==> src/rtl/coal_pkg.sv <==
package coal_pkg;
   // Default geometry of the configuration word
   localparam int unsigned RING_CNT  = 4;
   localparam int unsigned WORD_W    = 32;
   localparam int unsigned LIMIT_W   = 5;
   localparam int unsigned WAIT_W    = 11;
   localparam int unsigned RX_EN_LSB = 28;
   localparam int unsigned TX_EN_LSB = 24;
   localparam int unsigned LIMIT_LSB = 16;
   localparam int unsigned WAIT_LSB  = 0;

   // Width needed to hold a count of 0..n
   function automatic int unsigned cnt_width(input int unsigned n);
      return (n < 2) ? 1 : $clog2(n + 1);
   endfunction
endpackage

==> src/rtl/coal_cfg_decode.sv <==
module coal_cfg_decode
   import coal_pkg::*;
#(
   parameter int unsigned RINGS   = RING_CNT,
   parameter int unsigned CFG_W   = WORD_W,
   parameter int unsigned THR_W   = LIMIT_W,
   parameter int unsigned DLY_W   = WAIT_W,
   parameter int unsigned RX_LSB  = RX_EN_LSB,
   parameter int unsigned TX_LSB  = TX_EN_LSB,
   parameter int unsigned THR_LSB = LIMIT_LSB,
   parameter int unsigned DLY_LSB = WAIT_LSB
) (
   input  logic [CFG_W-1:0]   cfg,
   output logic [2*RINGS-1:0] src_en,
   output logic [THR_W-1:0]   thr,
   output logic [DLY_W-1:0]   dly
);
   // Elaboration-time checks on the field layout
   if (RX_LSB + RINGS > CFG_W) begin : g_bad_rx
      $error("receive enable field exceeds word");
   end
   if (TX_LSB + RINGS > CFG_W) begin : g_bad_tx
      $error("transmit enable field exceeds word");
   end
   if (THR_LSB + THR_W > CFG_W) begin : g_bad_thr
      $error("threshold field exceeds word");
   end
   if (DLY_LSB + DLY_W > CFG_W) begin : g_bad_dly
      $error("delay field exceeds word");
   end

   // Low half of src_en = receive rings, high half = transmit rings
   assign src_en = {cfg[TX_LSB +: RINGS], cfg[RX_LSB +: RINGS]};
   assign thr    = cfg[THR_LSB +: THR_W];
   assign dly    = cfg[DLY_LSB +: DLY_W];
endmodule

==> src/rtl/coal_evt_sum.sv <==
module coal_evt_sum #(
   parameter int unsigned N_IN  = 8,
   parameter int unsigned SUM_W = 4
) (
   input  logic [N_IN-1:0]  evt,
   input  logic [N_IN-1:0]  en,
   output logic [SUM_W-1:0] cnt
);
   if (SUM_W < $clog2(N_IN + 1)) begin : g_bad_w
      $error("sum width too small for input count");
   end

   logic [N_IN-1:0] hit;
   assign hit = evt & en;

   if (N_IN == 1) begin : g_single
      assign cnt = SUM_W'(hit[0]);
   end else begin : g_multi
      always_comb begin
         cnt = '0;
         for (int i = 0; i < N_IN; i++) begin
            cnt = cnt + SUM_W'(hit[i]);
         end
      end
   end

   // never more counted than enabled sources present
   always_comb begin
      p_sum_bound_r3 : assert (32'(cnt) <= 32'($countones(en)));
      p_masked_zero_r2 : assert ((en != '0) || (cnt == '0));
   end
endmodule

==> src/rtl/coal_group.sv <==
module coal_group #(
   parameter int unsigned THR_W = 5,
   parameter int unsigned DLY_W = 11,
   parameter int unsigned SUM_W = 4
) (
   input  logic             clk,
   input  logic             rst_n,
   input  logic             tick,
   input  logic             ack,
   input  logic [SUM_W-1:0] inc,
   input  logic [THR_W-1:0] thr,
   input  logic [DLY_W-1:0] dly,
   output logic             irq
);
   localparam int unsigned ACC_W = ((THR_W > SUM_W) ? THR_W : SUM_W) + 1;
   localparam logic [THR_W-1:0] CNT_MAX = '1;
   localparam logic [DLY_W-1:0] TMR_MAX = '1;

   logic [THR_W-1:0] pend_q, pend_d;
   logic [DLY_W-1:0] tmr_q, tmr_d;
   logic             run_q, run_d;
   logic             irq_q, irq_d;
   logic [ACC_W-1:0] acc;
   logic             has_evt, fire_cnt, fire_tmr, fire_now;

   always_comb begin
      has_evt = (inc != '0);
      // Acknowledge opens a new interval; same-cycle events belong to it
      acc     = (ack ? '0 : ACC_W'(pend_q)) + ACC_W'(inc);
      pend_d  = (acc > ACC_W'(CNT_MAX)) ? CNT_MAX : acc[THR_W-1:0];
      run_d   = ack ? has_evt : (run_q | has_evt);
      tmr_d   = tmr_q;
      if (ack) begin
         tmr_d = '0;
      end else if (run_q && tick && !irq_q && (tmr_q != TMR_MAX)) begin
         tmr_d = tmr_q + DLY_W'(1);
      end
      fire_cnt = (thr != '0) && (pend_d >= thr);
      fire_tmr = (dly != '0) && run_q && !ack && (tmr_d >= dly);
      fire_now = (thr == '0) && (dly == '0) && has_evt;
      irq_d    = (irq_q & ~ack) | fire_cnt | fire_tmr | fire_now;
   end

   always_ff @(posedge clk or negedge rst_n) begin
      if (!rst_n) begin
         pend_q <= '0;
         tmr_q  <= '0;
         run_q  <= 1'b0;
         irq_q  <= 1'b0;
      end else begin
         pend_q <= pend_d;
         tmr_q  <= tmr_d;
         run_q  <= run_d;
         irq_q  <= irq_d;
      end
   end

   assign irq = irq_q;

   // request held until acknowledged
   p_hold_r7 : assert property (@(posedge clk) disable iff (!rst_n)
      irq_q && !ack |=> irq_q);
   // a quiet acknowledge leaves a clean interval
   p_ack_clear_r7 : assert property (@(posedge clk) disable iff (!rst_n)
      ack && !has_evt |=> !irq_q && (pend_q == '0) && (tmr_q == '0));
   // saturated count never wraps
   p_no_overflow_r9 : assert property (@(posedge clk) disable iff (!rst_n)
      (pend_q == CNT_MAX) && !ack |=> pend_q == CNT_MAX);
   // timer only moves forward within an interval
   p_tmr_mono_r5 : assert property (@(posedge clk) disable iff (!rst_n)
      !ack |=> tmr_q >= $past(tmr_q));
   // timer frozen while no event is pending
   p_tmr_idle_r5 : assert property (@(posedge clk) disable iff (!rst_n)
      !run_q && !ack |=> tmr_q == $past(tmr_q));
   // with both triggers off, only an event can raise the request
   p_imm_only_r6 : assert property (@(posedge clk) disable iff (!rst_n)
      (thr == '0) && (dly == '0) && !irq_q && !has_evt |=> !irq_q);
endmodule

==> src/rtl/irq_coalesce.sv <==
module irq_coalesce
   import coal_pkg::*;
#(
   parameter int unsigned RINGS   = RING_CNT,
   parameter int unsigned CFG_W   = WORD_W,
   parameter int unsigned THR_W   = LIMIT_W,
   parameter int unsigned DLY_W   = WAIT_W,
   parameter int unsigned RX_LSB  = RX_EN_LSB,
   parameter int unsigned TX_LSB  = TX_EN_LSB,
   parameter int unsigned THR_LSB = LIMIT_LSB,
   parameter int unsigned DLY_LSB = WAIT_LSB
) (
   input  logic             clk,
   input  logic             rst_n,
   input  logic             tick,
   input  logic [RINGS-1:0] rx_evt,
   input  logic [RINGS-1:0] tx_evt,
   input  logic [CFG_W-1:0] cfg_a,
   input  logic [CFG_W-1:0] cfg_b,
   input  logic             ack_a,
   input  logic             ack_b,
   output logic             irq_a,
   output logic             irq_b
);
   localparam int unsigned N_SRC   = 2 * RINGS;
   localparam int unsigned SUM_W   = cnt_width(N_SRC);
   localparam int unsigned N_GROUP = 2;

   if (RINGS < 1) begin : g_bad_rings
      $error("at least one ring per direction required");
   end

   logic [N_SRC-1:0] evt_all;
   logic [CFG_W-1:0] cfg_g [N_GROUP];
   logic [N_GROUP-1:0] ack_g, irq_g;

   assign evt_all  = {tx_evt, rx_evt};
   assign cfg_g[0] = cfg_a;
   assign cfg_g[1] = cfg_b;
   assign ack_g    = {ack_b, ack_a};

   for (genvar g = 0; g < N_GROUP; g++) begin : g_grp
      logic [N_SRC-1:0] src_en;
      logic [THR_W-1:0] thr;
      logic [DLY_W-1:0] dly;
      logic [SUM_W-1:0] inc;

      coal_cfg_decode #(
         .RINGS(RINGS), .CFG_W(CFG_W), .THR_W(THR_W), .DLY_W(DLY_W),
         .RX_LSB(RX_LSB), .TX_LSB(TX_LSB), .THR_LSB(THR_LSB), .DLY_LSB(DLY_LSB)
      ) u_dec (
         .cfg(cfg_g[g]), .src_en(src_en), .thr(thr), .dly(dly)
      );

      coal_evt_sum #(.N_IN(N_SRC), .SUM_W(SUM_W)) u_sum (
         .evt(evt_all), .en(src_en), .cnt(inc)
      );

      coal_group #(.THR_W(THR_W), .DLY_W(DLY_W), .SUM_W(SUM_W)) u_grp (
         .clk(clk), .rst_n(rst_n), .tick(tick), .ack(ack_g[g]),
         .inc(inc), .thr(thr), .dly(dly), .irq(irq_g[g])
      );
   end

   assign irq_a = irq_g[0];
   assign irq_b = irq_g[1];

   // acknowledging A alone never drops B's request
   p_group_indep_r8 : assert property (@(posedge clk) disable iff (!rst_n)
      ack_a && !ack_b && irq_b |=> irq_b);
   // acknowledging B alone never drops A's request
   p_group_indep_b_r8 : assert property (@(posedge clk) disable iff (!rst_n)
      ack_b && !ack_a && irq_a |=> irq_a);
endmodule

==> config.mk <==
export PLATFORM = sky130hd
export DESIGN_NAME = irq_coalesce
export DESIGN_NICKNAME = d
export VERILOG_FILES = /design/src/rtl/coal_pkg.sv /design/src/rtl/coal_cfg_decode.sv /design/src/rtl/coal_evt_sum.sv /design/src/rtl/coal_group.sv /design/src/rtl/irq_coalesce.sv
export SDC_FILE = /design/constraint.sdc
export NUM_CORES = 1
export LEC_CHECK = 0
export CAP_MARGIN = 20
export CORE_MARGIN = 1
export CORE_UTILIZATION = 45
export DETAILED_ROUTE_END_ITERATION = 10
export GPL_TIMING_DRIVEN = 0
export PLACE_DENSITY = 0.74
export SLEW_MARGIN = 20
export SYNTH_ARGS = -nofsm -noshare
export SYNTH_HDL_FRONTEND = slang
export SYNTH_SLANG_ARGS = --single-unit
==> constraint.sdc <==
create_clock -name clk -period 2.94 [get_ports clk]
set_input_delay 0.735 -clock clk [delete_from_list [all_inputs] [get_ports clk]]
set_output_delay 0.735 -clock clk [all_outputs]
set_load 0.005 [all_outputs]
==> key figures, run 1 <==
Run
  – Max Cap Violations: 0

STA
  – Fmax: 202 MHz
  – Hold Vio Cnt, Final: 0
  – Fin crit period: 4.95 ns
  – Slew Limit Fails: 0
  – Relative slew margins: 61.7%
  – Final Skew: 0.0121 ns
  – RSZ-0062 raised after global routing: true
  – Slew @ Worst Pin: 0.560 ns
  – Worst Setup Slack, final: -2.01 ns
  – Period utilisation layout: 168%
  – Final setup viols: 14

Logic synthesis
  – Synthesized netlist cell count: 371
  – Seq/Total Area, Yosys: 27.5%
  – FF+latch count, synth: 36
  – Post-synth EDFFs: 0
  – Most used flip-flop cell after synthesis: dfrtp_1
  – Asr flop ratio synth: 100%
  – Distinct cells, synth: 47
  – Syn Area/Cell: 8.82 µm²
  – Cell Area, Synth: 3270 µm²
  – Synth warn: 0
  – Syn Nets: 506

Die
  – Die area: 7620 µm²
  – Io pins: 79
  – Initial Utilization: 47.4%
  – Die H: 87.3 µm
  – Row count: 30
  – Core footprint: 6910 µm²
  – Die X: 87.3 µm

Power
  – Worst VDD drop: 0.247 mV
  – Power consumption: 2.22 mW
  – PwrDens: 482 nW/µm²
  – Static leakage: 2.20 nW

Clock network
  – CTS Sinks: 36
  – CTS tree: yes
  – Maximum clock path buffer count: 2
  – Number of CTS-inserted buffers: 5
  – H-tree levels: 2
  – Clock latency on the worst-skew pair: 0.30 ns
  – Reg clk slew, reported paths: 0.08 ns
  – Root Buffer: clkbuf_8
  – Post-cts hold buffer count: 0

Global route
  – Initial antenna violation count: 0
  – First-pass GRT wire length: 13200 µm
  – Vias in the first global route: 3008
  – GRT Residual Overflow: 0
  – GRT Total Usage: 22.3%
  – Largest net degree at the start of global routing: 20

Status
  – Outcome: finished with violations
  – Failing checks: setup timing

Cells and area
  – # nets final: 592
  – Synthesis-to-layout area growth: 40.5%
  – Ant diodes: 0
  – Design area: 4600 µm²
  – Fin util: 66.6%
  – Layout cell share with drive strength beyond 1: 19.4%
  – Fin cells: 554
  – FILL cells: 554

Worst setup path
  – Maximum fanout along the worst path: 2
  – CP cell instances: buf_6, and2_4, ha_4, inv_2, fa_1, fa_1, fa_2, fa_2, inv_2, ha_4, a21o_1, a21oi_2, nor2b_2, o21ai_2, nor2b_4, ha_4, nand2b_4, a211oi_2, o21bai_1, a21oi_1, o221ai_1
  – Setup crit end kind: register
  – Worst Path Arrival: 5.12 ns
  – CP peak stage delay: 0.60 ns
  – CP Class: input pin to register
  – Cell family with most CP delay: adder cells
  – Buf+Inv Stages, Crit Path: 3
  – Required time worst endpoint: 3.11 ns
  – Most used cell along the critical path: ha_4
  – Slowest cell on crit path: fa_2
  – Startpoint type of the worst setup path: input pin

Placed design
  – Placed Cells incl. Taps: 529
  – Final HPWL DP: 6020 µm
  – I/O Buffers: 61
  – Dpl ws: -2.92 ns
  – Dpl cell area: 4110 µm²
  – Final Wtd Congestion: 0.853

Detailed routing
  – Routed len/inst: 14.5 µm
  – # DRC: 0
  – Routed Antenna Nets: 0
  – Routed vias: 2892
  – 1st-pass router iterations: 4
  – Vias per inst: 5.22
  – Routed wire length: 8020 µm
  – Initial DRC count: 104

Min path
  – Worst hold path type: input pin to asynchronous set/reset pin
-- path summary, 6_finish.rpt --
check | startpoint | end | slack (ns) | depth (start not counted)
min in group clk | g_grp[0].u_grp.run_q | g_grp[0].u_grp.run_q | 0.55 | 1
hold / removal | rst_n | g_grp[1].u_grp.pend_q[4] | 0.39 | 1
max in group asynchronous | rst_n | g_grp[0].u_grp.tmr_q[2] | 2.07 | 2
setup / recovery | cfg_a[28] | g_grp[0].u_grp.irq | -2.01 | 21
hold reg to reg | g_grp[0].u_grp.run_q | g_grp[0].u_grp.run_q | 0.55 | 1
setup reg to reg | g_grp[1].u_grp.tmr_q[4] | g_grp[1].u_grp.irq | -0.30 | 11
-- power breakdown --
| part | switching, mW | internal (mW) |
|---|---|---|
| Combinational | 0.562 | 0.639 |
| Clock | 0.195 | 0.191 |
| Sequential | 0.0472 | 0.584 |
-- synth_stat cells, types with 5 or more instances --
master | instances | area [µm²]
nand4_1 | 5 | 31.3
fa_1 | 10 | 200
nor2b_1 | 23 | 144
a21oi_1 | 10 | 50.1
nand3_1 | 11 | 55.1
a21o_1 | 6 | 45.0
o21ai_0 | 15 | 75.1
xor2_1 | 5 | 43.8
nor2_1 | 22 | 82.6
a211oi_1 | 5 | 37.5
nand2_1 | 29 | 109
nor4_1 | 6 | 37.5
dfrtp_1 | 36 | 901
inv_1 | 53 | 199
ha_1 | 48 | 601
xnor2_1 | 12 | 105
nand2b_1 | 9 | 56.3
nor3_1 | 11 | 55.1
-- state kept, by name, indices dropped and copies added (netlist names) --
register,cells
g_grp.u_grp.irq,2
g_grp.u_grp.pend_q,10
g_grp.u_grp.run_q,2
g_grp.u_grp.tmr_q,22
-- timing repair --
| action | in CTS | in global routing |
|---|---|---|
| buffers inserted | 9 | 8 |
| resized for setup | 54 | 30 |
| setup endpoints to repair | 14 | 14 |
| pin swaps | 31 | 28 |
-- through the flow --
stage / hold slack [ns] / TNS [ns]
after floorplan: 0.439 / -16.56
after global placement: 0.505 / -25.76
after detailed placement: 0.522 / -26.49
after CTS: 0.396 / -16.91
after global routing: 0.419 / -17.88
final: 0.390 / -16.30
-- logic make-up (layout without fill, tap and decap cells) --
kind of cell	count (synthesis)	in the layout	synth area share, %
buffers and inverters	57	144	6.54
adder cells (fa/ha/maj)	58	58	24.5
AND/OR/NAND/NOR	141	141	24.2
XOR/XNOR	17	17	4.55
multiplexers	1	1	0.306
AO/OA/AOI/OAI	61	61	12.4
flip-flops	36	36	27.5
-- cells in the final DEF (no fill, tap or decap), types with 9 or more instances in the layout --
cell type         n
inv_1            49
clkdlybuf4s50_1  48
ha_1             38
dfrtp_1          36
nand2_1          26
nor2_1           22
nor2b_1          17
buf_6            14
xnor2_1          12
nor3_1           11
ha_4             10
nand3_1           9
buf_4             9
-- layout make-up --
class / count / area, µm² / share of cell area (%)
clock buffer: 7 / 86.3 / 1.88
inverter: 53 / 199 / 4.33
sequential: 36 / 901 / 19.6
clock inverter: 1 / 7.51 / 0.163
multi-input combinational: 278 / 2470 / 53.7
buffer: 4 / 15.0 / 0.327
timing repair buffer: 79 / 798 / 17.4
tap: 96 / 120 / 2.61
-- routing by layer --
layer / part of all wire [%] / vias to the layer above / track usage (%) / routed length (µm)
li1: - / 1460 / - / -
met1: 43 / 1367 / 26.9 / 3440
met2: 53 / 55 / 40.1 / 4220
met3: 3.0 / 10 / 3.89 / 237
met4: 1.6 / 0 / 7.15 / 125
met5: 0 / - / 0 / 0
(Power assumes the default switching activity.)
==> inputs of run 2 (changes only) <==
--- a/config.mk
+++ b/config.mk
@@ -10,8 +10,9 @@
 export CORE_UTILIZATION = 45
 export DETAILED_ROUTE_END_ITERATION = 10
 export GPL_TIMING_DRIVEN = 0
-export PLACE_DENSITY = 0.74
+export PLACE_DENSITY = 0.72
 export SLEW_MARGIN = 20
 export SYNTH_ARGS = -nofsm -noshare
 export SYNTH_HDL_FRONTEND = slang
+export SYNTH_HIERARCHICAL = 1
 export SYNTH_SLANG_ARGS = --single-unit
==> constraint.sdc (replaced) <==
create_clock -name clk -period 5.6 [get_ports clk]
set_input_delay 1.4 -clock clk [delete_from_list [all_inputs] [get_ports clk]]
set_output_delay 1.4 -clock clk [all_outputs]
set_load 0.005 [all_outputs]
==> key figures, run 2 <==
STA
  – Final setup viols: 2 (-12)
  – Slew Limit Fails: 0 (unchanged)
  – RSZ-0062 raised after global routing: true
  – Period utilisation layout: 105%
  – Slew @ Worst Pin: 0.479 ns (-0.0804 ns)
  – Relative slew margins: 68.0% (+6.3 points)
  – Fin crit period: 5.86 ns
  – Worst Setup Slack, final: -0.258 ns (+1.75 ns)
  – Hold Vio Cnt, Final: 0 (unchanged)
  – Final Skew: 0.00565 ns (-0.00645 ns)
  – Fmax: 171 MHz

Worst setup path
  – Required time worst endpoint: 5.76 ns (+2.65 ns)
  – R2r worst-path depth: 12 (+1)
  – CP Class: input pin to register
  – Setup crit end kind: register
  – Maximum fanout along the worst path: 4 (+2)
  – Startpoint type of the worst setup path: input pin
  – Worst Path Arrival: 6.02 ns (+0.90 ns)

Run
  – Max Cap Violations: 0 (unchanged)

Global route
  – GRT Total Usage: 18.0% (-4.3 points)
  – Vias in the first global route: 2888 (-4.0%)
  – Initial antenna violation count: 0 (unchanged)
  – First-pass GRT wire length: 12300 µm (-6.6%)
  – Largest net degree at the start of global routing: 26 (+30%)
  – GRT Residual Overflow: 0 (unchanged)

Cells and area
  – Synthesis-to-layout area growth: 16.7%
  – Layout cell share with drive strength beyond 1: 26.9% (+7.5 points)
  – Design area: 4210 µm² (-8.5%)
  – Commonest non-fill, non-tap cells in the layout: 53 x buf_4, 41 x ha_1, 38 x inv_1
  – Top reg by flops: g_grp.u_grp/tmr_q
  – # nets final: 572 (-3.4%)
  – Commonest non-fill, non-tap cell in the layout: buf_4
  – Largest regs: g_grp.u_grp/tmr_q x22, g_grp.u_grp/pend_q x10
  – Largest register FFs: 22 (unchanged)
  – Ant diodes: 0 (unchanged)

Power
  – Worst VDD drop: 0.115 mV (-54%)
  – PwrDens: 256 nW/µm² (-47%)
  – Static leakage: 2.10 nW (-4.5%)
  – Power consumption: 1.07 mW (-52%)

Logic synthesis
  – Synth top area cells: dfrtp_1 25%, ha_1 17%, buf_4 10%
  – Distinct cells, synth: 51 (+8.5%)
  – Synth top cells by count: 49 x buf_4, 48 x ha_1, 45 x inv_1
  – Asr flop ratio synth: 100% (unchanged)
  – Cell Area, Synth: 3600 µm² (+10%)
  – Syn Area/Cell: 8.79 µm² (-0.34%)
  – Most common cell in the synthesized netlist: buf_4
  – Syn Nets: 545 (+7.7%)
  – Synth warn: 6 (+6)
  – FF+latch count, synth: 36 (unchanged)
  – Most used flip-flop cell after synthesis: dfrtp_1
  – Synth area leader: dfrtp_1
  – Post-synth EDFFs: 0 (unchanged)
  – Synth top area share: 25.0% (-2.5 points)
  – Synthesized netlist cell count: 410 (+11%)
  – Seq/Total Area, Yosys: 25.0% (-2.5 points)

Placed design
  – Final HPWL DP: 5790 µm (-3.8%)
  – I/O Buffers: 12 (-80%)
  – Dpl cell area: 3930 µm² (-4.4%)
  – Final Wtd Congestion: 0.814 (-4.6%)

Die
  – Core footprint: 7730 µm² (+12%)
  – Initial Utilization: 46.6% (-0.74 points)
  – Die X: 91.5 µm (+4.8%)
  – Die area: 8370 µm² (+9.9%)
  – Row count: 32 (+6.7%)
  – Io pins: 79 (unchanged)
  – Die H: 91.5 µm (+4.8%)

Clock network
  – Number of CTS-inserted buffers: 5 (unchanged)
  – Reg clk slew, reported paths: 0.07 ns (about the same)
  – Root Buffer: clkbuf_8
  – CTS tree: yes
  – H-tree levels: 2 (unchanged)
  – Clock latency on the worst-skew pair: 0.28 ns (-0.02 ns)
  – Maximum clock path buffer count: 2 (unchanged)
  – CTS Sinks: 36 (unchanged)

Min path
  – Worst hold path type: register to register
  – Hold path cells: 2

Detailed routing
  – Routed len/inst: 12.9 µm (-11%)
  – Vias per inst: 5.09 (-2.4%)
  – 1st-pass router iterations: 4 (unchanged)
  – Routed wire length: 6950 µm (-13%)
  – # DRC: 0 (unchanged)
  – Routed Antenna Nets: 0 (unchanged)
  – Routed vias: 2750 (-4.9%)
  – Initial DRC count: 64 (-38%)

Status
  – Outcome: finished with violations
  – Failing checks: setup timing
-- run 2: per-layer routing --
layer,wire (µm),share of wire [%],up-vias,track usage [%]
li1,-,-,1403,-
met1,2980,43,1307,21.8
met2,3740,54,38,33.3
met3,195,2.8,2,2.93
met4,37,0.53,0,3.70
met5,0,0,-,0
-- run 2: what timing repair did --
item | in CTS | in global routing
cloned | 0 | 0
endpoints found under the setup margin | 2 | 2
hold buffers | 0 | 0
setup buffers | 6 | 1
pin swaps | 18 | 23
resized for setup | 26 | 15
-- run 2: worst max-delay path, cell delays in order --
cell and delay [ns]:
buf_6 0.09, and2_4 0.14, fa_1 0.53, inv_1 0.05, fa_1 0.49, inv_2 0.04
fa_1 0.48, ha_2 0.18, inv_2 0.04, fa_1 0.49, inv_2 0.07, ha_4 0.23
a21o_1 0.16, a21oi_2 0.16, nor2b_2 0.07, o21ai_2 0.23, o21ai_2 0.09, ha_1 0.32
a21o_1 0.18, a31oi_1 0.14, o21ai_1 0.08, a221oi_1 0.25, o21ai_1 0.10
-- run 2: power breakdown --
group	leakage [nW]	internal (mW)	switching, mW
Combinational	1.56	0.269	0.252
Sequential	0.477	0.307	0.0230
Clock	0.0552	0.132	0.0906
Total	2.10	0.709	0.366
-- run 2: through the flow --
step                utilization (%)  hold WS, ns  worst slack [ns]  setup TNS [ns]  std cells
global placement               50.7        0.488            -0.944           -1.68        524
floorplan                         -        0.468            -0.328          -0.480        410
detailed placement             50.9        0.509             -1.06           -2.09        525
finish                         54.4        0.539            -0.258          -0.371        540
CTS                            53.4        0.527            -0.279          -0.426        539
global route                   54.4        0.565            -0.470          -0.728        540
-- run 2: kinds of logic after synthesis --
family	share of synthesized area, %
AND/OR/NAND/NOR	23.1
buffers and inverters	15.6
adder cells (fa/ha/maj)	22.2
AO/OA/AOI/OAI	9.10
flip-flops	25.0
XOR/XNOR	4.13
multiplexers	0.833
-- run 2: layout make-up --
| class | instances | area [µm²] |
|---|---|---|
| Clock buffer | 6 | 72.6 |
| Fill cell | 726 | 3520 |
| Tap cell | 102 | 128 |
| Inverter | 45 | 169 |
| Buffer | 54 | 405 |
| Clock inverter | 2 | 35.0 |
| Timing Repair Buffer | 20 | 179 |
| Multi-Input combinational cell | 275 | 2320 |
| Sequential cell | 36 | 901 |
-- run 2: path summary, 6_finish.rpt --
| path | endpoint | start | slack, ns |
|---|---|---|---|
| max | g_grp[0].u_grp/irq | cfg_a[28] | -0.26 |
| max reg2reg | g_grp[1].u_grp/irq | g_grp[1].u_grp/tmr_q[0] | 2.49 |
| min | g_grp[1].u_grp/run_q | g_grp[1].u_grp/run_q | 0.54 |
| min reg2reg | g_grp[1].u_grp/run_q | g_grp[1].u_grp/run_q | 0.54 |
| min in group asynchronous | g_grp[1].u_grp/tmr_q[1] | rst_n | 1.00 |
| max in group asynchronous | g_grp[0].u_grp/pend_q[4] | rst_n | 4.17 |
